===== config.mk =====
export PLATFORM = sky130hd
export DESIGN_NAME = alu16_status_unit
export DESIGN_NICKNAME = d
export VERILOG_FILES = /design/src/rtl/alu16_pkg.sv /design/src/rtl/alu16_align.sv /design/src/rtl/alu16_datapath.sv /design/src/rtl/alu16_flags.sv /design/src/rtl/alu16_status_unit.sv
export SDC_FILE = /design/constraint.sdc
export NUM_CORES = 1
export LEC_CHECK = 0
export BUFFER_PORTS_ARGS = -buffer_cell sky130_fd_sc_hd__buf_2
export CAP_MARGIN = 10
export CELL_PAD_IN_SITES_DETAIL_PLACEMENT = 1
export CELL_PAD_IN_SITES_GLOBAL_PLACEMENT = 1
export CORE_UTILIZATION = 35
export DETAILED_ROUTE_END_ITERATION = 7
export GPL_ROUTABILITY_DRIVEN = 1
export PLACE_DENSITY = 0.78
export SLEW_MARGIN = 20
export SYNTH_ARGS = -nofsm -noshare
export SYNTH_HDL_FRONTEND = slang
export SYNTH_HIERARCHICAL = 1
export SYNTH_SLANG_ARGS = --single-unit
export TNS_END_PERCENT = 20

===== constraint.sdc =====
create_clock -name clk -period 4.7 [get_ports clk]
set_input_delay 0.235 -clock clk [delete_from_list [all_inputs] [get_ports clk]]
set_output_delay 0.235 -clock clk [all_outputs]
set_load 0.02 [all_outputs]

===== src/rtl/alu16_pkg.sv =====
package alu16_pkg;

  localparam int ST_W = 16;
  localparam int OP_W = 5;

  // Flag positions, numbered most-significant-first.
  localparam int FB_LGT = 0;
  localparam int FB_AGT = 1;
  localparam int FB_EQ  = 2;
  localparam int FB_CY  = 3;
  localparam int FB_OV  = 4;
  localparam int FB_PAR = 5;

  typedef enum logic [OP_W-1:0] {
    OP_ADD  = 5'd0,
    OP_SUB  = 5'd1,
    OP_CMP  = 5'd2,
    OP_AND  = 5'd3,
    OP_OR   = 5'd4,
    OP_ANDN = 5'd5,
    OP_XOR  = 5'd6,
    OP_INV  = 5'd7,
    OP_NEG  = 5'd8,
    OP_ABS  = 5'd9,
    OP_INC  = 5'd10,
    OP_DEC  = 5'd11,
    OP_MOV  = 5'd12,
    OP_CLR  = 5'd13,
    OP_SETO = 5'd14,
    OP_COC  = 5'd15,
    OP_CZC  = 5'd16
  } alu_op_e;

  typedef struct packed {
    logic lgt;
    logic agt;
    logic eq;
    logic cy;
    logic ov;
    logic par;
  } flag_set_t;

  // Vector index of a status bit given in most-significant-first numbering.
  function automatic int st_pos(input int msb_first);
    return ST_W - 1 - msb_first;
  endfunction

  function automatic logic is_arith(input alu_op_e op);
    return (op == OP_ADD) || (op == OP_SUB) || (op == OP_NEG) ||
           (op == OP_ABS) || (op == OP_INC) || (op == OP_DEC);
  endfunction

  function automatic logic is_logic(input alu_op_e op);
    return (op == OP_AND) || (op == OP_OR) || (op == OP_ANDN) ||
           (op == OP_XOR) || (op == OP_INV) || (op == OP_MOV);
  endfunction

  // Which flags an operation is allowed to alter.
  function automatic flag_set_t op_mask(input alu_op_e op, input logic byte_m);
    flag_set_t m;
    m = '0;
    if (is_arith(op)) begin
      m.lgt = 1'b1; m.agt = 1'b1; m.eq = 1'b1; m.cy = 1'b1; m.ov = 1'b1;
      m.par = byte_m && ((op == OP_ADD) || (op == OP_SUB));
    end else if (is_logic(op)) begin
      m.lgt = 1'b1; m.agt = 1'b1; m.eq = 1'b1;
      m.par = byte_m && (op == OP_MOV);
    end else if (op == OP_CMP) begin
      m.lgt = 1'b1; m.agt = 1'b1; m.eq = 1'b1;
      m.par = byte_m;
    end else if ((op == OP_COC) || (op == OP_CZC)) begin
      m.eq = 1'b1;
    end
    return m;
  endfunction

  // Spread a flag set onto the status word.
  function automatic logic [ST_W-1:0] to_st(input flag_set_t f);
    logic [ST_W-1:0] v;
    v = '0;
    v[st_pos(FB_LGT)] = f.lgt;
    v[st_pos(FB_AGT)] = f.agt;
    v[st_pos(FB_EQ)]  = f.eq;
    v[st_pos(FB_CY)]  = f.cy;
    v[st_pos(FB_OV)]  = f.ov;
    v[st_pos(FB_PAR)] = f.par;
    return v;
  endfunction

endpackage


===== src/rtl/alu16_align.sv =====
// Places the active lane of each operand at the top of the word.
// In byte mode the lower half is forced to zero, so carry, sign and
// overflow of a full-width adder fall exactly on the byte boundary.
module alu16_align #(
  parameter int DATA_W = 16
) (
  input  logic              byte_m,
  input  logic [DATA_W-1:0] src_in,
  input  logic [DATA_W-1:0] dst_in,
  output logic [DATA_W-1:0] a_al,
  output logic [DATA_W-1:0] b_al,
  output logic [DATA_W-1:0] lane_mask,
  output logic [DATA_W-1:0] unit
);
  localparam int HALF = DATA_W / 2;

  localparam logic [DATA_W-1:0] WORD_MASK = {DATA_W{1'b1}};
  localparam logic [DATA_W-1:0] BYTE_MASK = {{HALF{1'b1}}, {HALF{1'b0}}};
  localparam logic [DATA_W-1:0] WORD_ONE  = DATA_W'(1);
  localparam logic [DATA_W-1:0] BYTE_ONE  = DATA_W'(1) << HALF;

  assign lane_mask = byte_m ? BYTE_MASK : WORD_MASK;
  assign unit      = byte_m ? BYTE_ONE  : WORD_ONE;
  assign a_al      = src_in & lane_mask;
  assign b_al      = dst_in & lane_mask;
endmodule


===== src/rtl/alu16_datapath.sv =====
// One shared adder serves all arithmetic codes; the logic codes use a
// separate mux. The output is already clipped to the active lane.
module alu16_datapath
  import alu16_pkg::*;
#(
  parameter int DATA_W = 16
) (
  input  alu_op_e           op,
  input  logic [DATA_W-1:0] a_al,
  input  logic [DATA_W-1:0] b_al,
  input  logic [DATA_W-1:0] lane_mask,
  input  logic [DATA_W-1:0] unit,
  output logic [DATA_W-1:0] res_al,
  output logic              carry,
  output logic              ovf
);
  localparam int MSB = DATA_W - 1;

  function automatic logic [DATA_W:0] f_sum(input logic [DATA_W-1:0] x,
                                            input logic [DATA_W-1:0] y,
                                            input logic              ci);
    return {1'b0, x} + {1'b0, y} + {{DATA_W{1'b0}}, ci};
  endfunction

  function automatic logic f_ovf(input logic xs, input logic ys, input logic rs);
    return (xs == ys) && (rs != xs);
  endfunction

  logic [DATA_W-1:0] x_in, y_in, y_eff, sum, pre_res;
  logic              inv_y, c_in, c_out;

  always_comb begin
    x_in  = '0;
    y_in  = '0;
    inv_y = 1'b0;
    c_in  = 1'b0;
    case (op)
      OP_ADD: begin x_in = b_al; y_in = a_al; end
      OP_SUB: begin x_in = b_al; y_in = a_al; inv_y = 1'b1; c_in = 1'b1; end
      OP_NEG: begin y_in = b_al; inv_y = 1'b1; c_in = 1'b1; end
      OP_ABS: begin
        if (b_al[MSB]) begin
          y_in = b_al; inv_y = 1'b1; c_in = 1'b1;
        end else begin
          x_in = b_al;
        end
      end
      OP_INC: begin x_in = b_al; y_in = unit; end
      OP_DEC: begin x_in = b_al; y_in = unit; inv_y = 1'b1; c_in = 1'b1; end
      default: ;
    endcase
  end

  assign y_eff          = inv_y ? ~y_in : y_in;
  assign {c_out, sum}   = f_sum(x_in, y_eff, c_in);

  always_comb begin
    case (op)
      OP_ADD, OP_SUB, OP_NEG,
      OP_ABS, OP_INC, OP_DEC: pre_res = sum;
      OP_AND:  pre_res = b_al & a_al;
      OP_OR:   pre_res = b_al | a_al;
      OP_ANDN: pre_res = b_al & ~a_al;
      OP_XOR:  pre_res = b_al ^ a_al;
      OP_INV:  pre_res = ~b_al;
      OP_MOV:  pre_res = a_al;
      OP_CLR:  pre_res = '0;
      OP_SETO: pre_res = '1;
      default: pre_res = b_al;
    endcase
  end

  assign res_al = pre_res & lane_mask;
  assign carry  = c_out;
  assign ovf    = f_ovf(x_in[MSB], y_eff[MSB], sum[MSB]);
endmodule


===== src/rtl/alu16_flags.sv =====
// Evaluates every flag, then merges the owned ones into the status word.
module alu16_flags
  import alu16_pkg::*;
#(
  parameter int DATA_W = 16
) (
  input  alu_op_e           op,
  input  logic              byte_m,
  input  logic [DATA_W-1:0] a_al,
  input  logic [DATA_W-1:0] b_al,
  input  logic [DATA_W-1:0] res_al,
  input  logic              carry,
  input  logic              ovf,
  input  logic [ST_W-1:0]   st_cur,
  output logic [ST_W-1:0]   upd_mask,
  output logic [ST_W-1:0]   st_nxt
);
  localparam int MSB  = DATA_W - 1;
  localparam int HALF = DATA_W / 2;

  flag_set_t         fv;
  flag_set_t         fm;
  logic              is_cmp;
  logic              res_zero;
  logic [HALF-1:0]   par_src;

  assign is_cmp   = (op == OP_CMP);
  assign res_zero = (res_al == '0);
  assign par_src  = is_cmp ? a_al[MSB -: HALF] : res_al[MSB -: HALF];

  always_comb begin
    fv     = '0;
    fv.cy  = carry;
    fv.ov  = ovf;
    fv.par = ^par_src;
    if (is_cmp) begin
      fv.lgt = a_al > b_al;
      fv.agt = $signed(a_al) > $signed(b_al);
      fv.eq  = a_al == b_al;
    end else begin
      fv.lgt = !res_zero;
      fv.agt = !res_zero && !res_al[MSB];
      fv.eq  = res_zero;
      if (op == OP_COC) fv.eq = (a_al & ~b_al) == '0;
      if (op == OP_CZC) fv.eq = (a_al & b_al) == '0;
    end
  end

  assign fm       = op_mask(op, byte_m);
  assign upd_mask = to_st(fm);
  assign st_nxt   = (st_cur & ~upd_mask) | (to_st(fv) & upd_mask);
endmodule


===== src/rtl/alu16_status_unit.sv =====
module alu16_status_unit
  import alu16_pkg::*;
#(
  parameter int DATA_W = 16
) (
  input  logic              clk,
  input  logic              rst_n,
  input  logic [OP_W-1:0]   op_sel,
  input  logic              byte_mode,
  input  logic              flag_we,
  input  logic [DATA_W-1:0] src_opd,
  input  logic [DATA_W-1:0] dst_opd,
  output logic [DATA_W-1:0] result,
  output logic [ST_W-1:0]   st_next,
  output logic [ST_W-1:0]   st_q
);
  localparam int MSB  = DATA_W - 1;
  localparam int HALF = DATA_W / 2;

  alu_op_e           op;
  logic [DATA_W-1:0] a_al, b_al, lane_mask, unit, res_al;
  logic              dp_carry, dp_ovf;
  logic [ST_W-1:0]   upd_mask;

  assign op = alu_op_e'(op_sel);

  alu16_align #(.DATA_W(DATA_W)) align_i (
    .byte_m    (byte_mode),
    .src_in    (src_opd),
    .dst_in    (dst_opd),
    .a_al      (a_al),
    .b_al      (b_al),
    .lane_mask (lane_mask),
    .unit      (unit)
  );

  alu16_datapath #(.DATA_W(DATA_W)) dp_i (
    .op        (op),
    .a_al      (a_al),
    .b_al      (b_al),
    .lane_mask (lane_mask),
    .unit      (unit),
    .res_al    (res_al),
    .carry     (dp_carry),
    .ovf       (dp_ovf)
  );

  alu16_flags #(.DATA_W(DATA_W)) flg_i (
    .op       (op),
    .byte_m   (byte_mode),
    .a_al     (a_al),
    .b_al     (b_al),
    .res_al   (res_al),
    .carry    (dp_carry),
    .ovf      (dp_ovf),
    .st_cur   (st_q),
    .upd_mask (upd_mask),
    .st_nxt   (st_next)
  );

  // Byte mode: the lower half of the destination is carried through.
  assign result = byte_mode ? {res_al[MSB -: HALF], dst_opd[HALF-1:0]} : res_al;

  always_ff @(posedge clk or negedge rst_n) begin
    if (!rst_n)       st_q <= '0;
    else if (flag_we) st_q <= st_next;
  end
endmodule


==> metrics.txt, run 1 <==
status=finished with violations; failing checks=negative setup slack; DRT iter0 DRCs=just under 600; drt drc=0; Yosys warning count=6; gpl congestion=0.919; die width=~120 um; cell mode on critical path=buf_6; vias per inst=6.04; crit start category=input port; Core Region=0.0145 sq mm; crit path DAT=4.70 ns; total global-route track usage=26.3%; fraction of layout cells with a size suffix above 1=a little over a third; Die ar.=0.0153 sq mm; Most flops, register=st_q; min Tclk post-route=slightly below 5 ns; CP Cell Sequence=buf_6 -> or2_4 -> buf_6 -> a2111oi_4 -> buf_6 -> buf_12 -> buf_4 -> xnor2_1 -> ha_2 -> a2111oi_2 -> buf_4 -> a2111oi_2 -> buf_4 -> or3_1 -> nand3_1 -> a31oi_4 -> nor4_2 -> nand4_1 -> mux2i_1 -> a21oi_1 -> o21ai_1 -> o21a_1 -> buf_6; number of global-route vias before repair=5,753; Initial Util=a little over a third; Worst slew margin=between 40% and 50%; R2R depth=3; Leak Pwr=3.31 nW; max-cap viol count=0; flop2flop setup slack=3.50 ns; RSZ-0062 raised after global routing=yes; final WL=23.6 mm; clock skew=0 ns; Place WS=-0.201 ns; syn_area_per_cell=between 7 and 8 sq um; diode count=0; Cells after Synth=around 700; Worst setup EP type=output port; area delta synth->final=30.0%; worst slew pin tran=0.799 ns; Reg clk slew, reported paths=roughly 0.06 ns; initial antenna violation count=1; pin count of the biggest net entering global routing=22; num rows=44; IR drop worst, VDD=between 0.1 and 0.15 mV; Vias=6,214; hold crit path type=in -> async; Routed Antenna Nets=0; fmax=0.203 GHz; Vert. Die Dim=approximately 120 um; TritonCTS clock tree=done; drt wl/cell=around 23 um; worst-skew pair later-pin latency=0.25 ns; clock root buffer master=clkbuf_16; Setup violations, final=4; PD cells=approximately 150 mW/mm^2; clk sinks=16; CP max FO=5; # fillers=~1,800; number of buffers created by CTS=3; leading registers by flop count=st_q: 16 flops; CTS H-tree depth=1; Fin. Hold Viols=0; Reg-to-Reg Start=st_q[13]; hpwl dp=around 16 mm; synthesized area=a little over 0.005 sq mm; first-pass GRT wire length=just over 30 mm; Nets=between 900 and 1,000; gr ovfl total=0; CP required=4.47 ns; slowest CP cell=ha_2; setup ws final=-0.235 ns; critical path type=in -> out; I/O pin total=between 80 and 90; crit path from=op_sel[2]; Port Buffers=88; total power=between 0.001 and 0.0015 W; multi-input logic area=roughly 0.0044 sq mm; Max Root-Sink Buffers=2; First-pass DRT Iterations=7; sequential standard cell area=400 sq um; Final Slew Violations=0; Worst path max stage delay=approximately 0.35 ns; number of flip-flops in the largest register=16; Final Cycle Share=105%
critical path: cells and delay by family:
| kind | cells | cell delay, ns |
|---|---|---|
| and+or+nand+nor | 5 | 1.27 |
| muxes | 1 | 0.22 |
| adders and majority gates | 1 | 0.35 |
| buffers and inverters | 8 | 1.15 |
| xor gates and xnor gates | 1 | 0.15 |
| AOI/OAI and AO/OA | 7 | 1.31 |
timing repair:
action,CTS,global route
pin swaps,6,45
hold buffers,1,0
buffers inserted,3,29
gates cloned,0,0
endpoints found under the hold margin,16,0
gates resized for setup,11,78
setup endpoints to repair,4,8
worst paths after layout:
path,end
setup / recovery,st_next[13]
hold / removal,st_q[13]
setup reg to reg,st_q[13]
hold reg to reg,st_q[12]
max in group asynchronous,st_q[11]
min in group clk,st_q[12]
cells in the final DEF (no fill, tap or decap), types with 14 or more instances in the layout:
master,n
buf_4,107
buf_2,82
inv_1,63
ha_1,60
nand2_1,49
nor2_1,37
o21ai_0,36
a21oi_1,34
xnor2_1,26
nor3_1,23
conb_1,22
mux2_2,16
dfrtp_1,16
nor2b_1,15
a21o_1,15
buf_6,14
per-layer routing:
layer | share of wire, % | vias to the layer above | GRT usage, %
met1 | 41 | 3082 | 34.5
met3 | 6.4 | 74 | 3.48
met5 | 0 | - | 0
met4 | 3.6 | 0 | 7.23
li1 | - | 2750 | -
met2 | 49 | 308 | 44.7
stage by stage:
| step | TNS (ns) | cells | utilization, % | instance area (sq um) | hold slack (ns) |
|---|---|---|---|---|---|
| after floorplan | 0 | 726 | - | 5310 | -0.0606 |
| after global placement | -0.264 | 992 | 41.5 | 6030 | 0.167 |
| after detailed placement | -0.564 | 992 | 41.5 | 6030 | 0.170 |
| after CTS | -0.000467 | 1000 | 42.5 | 6180 | 0.447 |
| after global routing | -1.57 | 1028 | 46.5 | 6760 | 0.507 |
| final | -0.590 | 1028 | 46.5 | 6760 | 0.471 |
area by class of cell:
class	count	share of cell area (%)
Clock buffer	4	1.31
Inverter	63	3.50
Multi-Input combinational cell	555	64.9
Sequential cell	16	5.92
Tap cell	184	3.41
Timing Repair Buffer	206	21.0
report_power, final:
group / switching (W) / internal [W] / total (W) / leakage, nW
Clock: 0.0000593 / 0.000130 / 0.000189 / 0.0442
Sequential: 0.0000114 / 0.000149 / 0.000160 / 0.212
Combinational: 0.000388 / 0.000277 / 0.000666 / 3.06
No activity file was read; power rests on OpenSTA's default activity.
==> run 2, diff against run 1 <==
- CORE_UTILIZATION: 35 -> 39
- PLACE_DENSITY: 0.78 -> 0.85
==> run 2 against run 1 <==
Effect of this change:
- highest routed layer unchanged
- global-route usage is 6.1 points higher
- final area grew 2.1%
- the run still ends with negative setup slack left
- sequential power barely moved
- first-iteration DRC count is 27% higher
- non-clock buffer count up 6
- critical endpoint unchanged
==> metrics.txt, run 2 (synthesized netlist as in run 1, its figures left out) <==
Reg-to-Reg Start=st_q[10]; # fillers=1,601 (-13%); PD cells=152 mW/mm^2 (+1.2%); flop2flop setup slack=3.56 ns (+0.06 ns); Leak Pwr=3.36 nW (+1.3%); drt wl/cell=25.8 um (+13%); clock root buffer master=clkbuf_16; fraction of layout cells with a size suffix above 1=37.1% (+0.45 points); most common cell after layout, fill and taps aside=buf_4; Worst Path Buf+Inv=5 (-3); CTS H-tree depth=1 (unchanged); pin count of the biggest net entering global routing=23 (+4.5%); first-pass GRT wire length=35.9 mm (+16%); CP required=4.47 ns (about the same); switch share=46.9% (+1.7 points); Setup violations, final=5 (+1); gr ovfl total=0 (unchanged); number of buffers created by CTS=3 (unchanged); First-pass DRT Iterations=8 (+1); power share of the clock group=18.7% (about the same); WP depth=22 (-4.3%); Vias=6,613 (+6.4%); min Tclk post-route=5.06 ns (+0.126 ns); CP Cell Sequence=buf_4 -> nand2b_4 -> nor3_4 -> buf_6 -> buf_12 -> a222oi_1 -> xnor2_1 -> ha_1 -> buf_4 -> a21o_1 -> a21oi_1 -> o21ai_1 -> or3_1 -> nand3_1 -> a31oi_4 -> nor4_4 -> nand4_1 -> mux2i_1 -> a21oi_1 -> o21ai_1 -> o21a_1 -> buf_6; Worst path max stage delay=0.48 ns (+0.13 ns); crit path from=op_sel[1]; Nets=957 (+0.63%); Worst R2R End=st_q[10]; Port Buffers=88 (unchanged); RSZ-0062 raised after global routing=yes; vias per inst=6.47 (+7.0%); net load switching power=0.000492 W (+7.2%); most frequent cells in the layout=buf_4, buf_2, inv_1; fmax=0.198 GHz (-2.5%); Internal=0.000557 W (+0.19%); family with the most delay on the worst path=compound AO/OA/AOI/OAI gates; Fin. Hold Viols=0 (unchanged); Die ar.=0.0138 sq mm (-10%); sequential share of power=15.4% (-0.4 points); drt drc=0 (unchanged); clk sinks=16 (unchanged); max-cap viol count=0 (unchanged); setup TNS=-1.04 ns (-0.448 ns); failing checks=negative setup slack; CP max FO=6 (+1); status=finished with violations; number of flip-flops in the largest register=16 (unchanged); final core occ=53.8% (+7.3 points); TritonCTS clock tree=done; initial antenna violation count=0 (-1); Vert. Die Dim=117 um (-5.2%); setup ws final=-0.361 ns (-0.126 ns); CP endpoint=st_next[13]; Reg clk slew, reported paths=0.06 ns (about the same); Worst setup EP type=output port; Core Region=0.0128 sq mm (-12%); area delta synth->final=32.8%; total global-route track usage=32.4% (+6.1 points); Routed Antenna Nets=0 (unchanged); Post-Place Cells=981 (-1.1%); Final Cycle Share=108% (+2.7 points); number of global-route vias before repair=6,589 (+15%); Max Root-Sink Buffers=2 (unchanged); R2R depth=2 (-1); Most flops, register=st_q; slowest CP cell=a222oi_1; IR drop worst, VDD=0.105 mV (-29%); crit start category=input port; clock skew=0 ns (unchanged); diode count=0 (unchanged); num rows=41 (-6.8%); crit path DAT=4.83 ns (+0.13 ns); critical path type=in -> out; hpwl dp=16.8 mm (+3.9%); Initial Util=40.5% (+4.8 points); Logic pwr share=65.8% (+0.2 points); post-route insts no fill=1,022 (-0.58%); hold crit path type=in -> async; Final Slew Violations=0 (unchanged); leading registers by flop count=st_q: 16 flops; I/O pin total=89 (unchanged); die width=117 um (-5.2%); gpl congestion=0.964 (+4.8%); worst slew pin tran=0.855 ns (+0.0553 ns); Worst slew margin=42.9% (-3.7 points); DRT iter0 DRCs=753 (+27%); final WL=26.4 mm (+12%); worst-skew pair later-pin latency=0.26 ns (about the same)
==> run 2: power groups by stage <==
stage	clock network (W)	logic [W]	registers, W
floorplan	0	0.000360	0.000172
global placement	0	0.000536	0.000159
detailed placement	0	0.000563	0.000160
CTS	0.000192	0.000595	0.000158
global route	0.000205	0.000721	0.000162
finish	0.000197	0.000690	0.000162
==> run 2: repair_timing <==
action                                  in CTS  in global routing
gates cloned                                 0                  1
resized for setup                           31                 75
hold endpoints to repair                    16                  0
pin swaps                                   20                 42
buffers inserted                            10                 26
hold buffers                                 1                  0
endpoints found under the setup margin       3                  8
==> run 2: worst min-delay path by stage <==
stage	start	end	slack (ns)	cells past startpoint
after detailed placement	rst_n	st_q[13]	0.19	1
after global placement	rst_n	st_q[13]	0.15	1
after floorplan	rst_n	st_q[0]	-0.06	0
after global routing	rst_n	st_q[13]	0.49	2
after CTS	rst_n	st_q[13]	0.48	2
final	rst_n	st_q[13]	0.46	2
==> run 2: worst reg2reg max path, stage by stage (launching register included) <==
cell,delay [ns]
dfrtp_1,0.43
mux2_2,0.32
mux2_4,0.27
==> run 2: area by class of cell <==
class	count	area, sq um	area share, %
tap	172	215	3.12
timing repair buffer	212	1500	21.7
sequential	16	400	5.80
inverter	63	236	3.43
clock buffer	4	88.8	1.29
multi-input combinational	555	4460	64.7
==> run 2: through the flow <==
step / power, W / worst slack, ns / hold WS (ns) / cell area (sq um)
5_1_grt: 0.00109 / -0.417 / 0.489 / 6900
3_3_place_gp: 0.000695 / 0.0115 / 0.152 / 6020
4_1_cts: 0.000945 / -0.00313 / 0.482 / 6330
6_report: 0.00105 / -0.361 / 0.458 / 6900
2_1_floorplan: 0.000532 / 0.0243 / -0.0606 / 5310
3_5_place_dp: 0.000723 / -0.162 / 0.187 / 6020
==> run 2: per-layer routing <==
layer / share of wire (%) / track usage, %
met5: 0 / 0
met3: 8.2 / 2.87
met2: 47 / 56.0
met1: 37 / 39.3
met4: 8.2 / 18.5
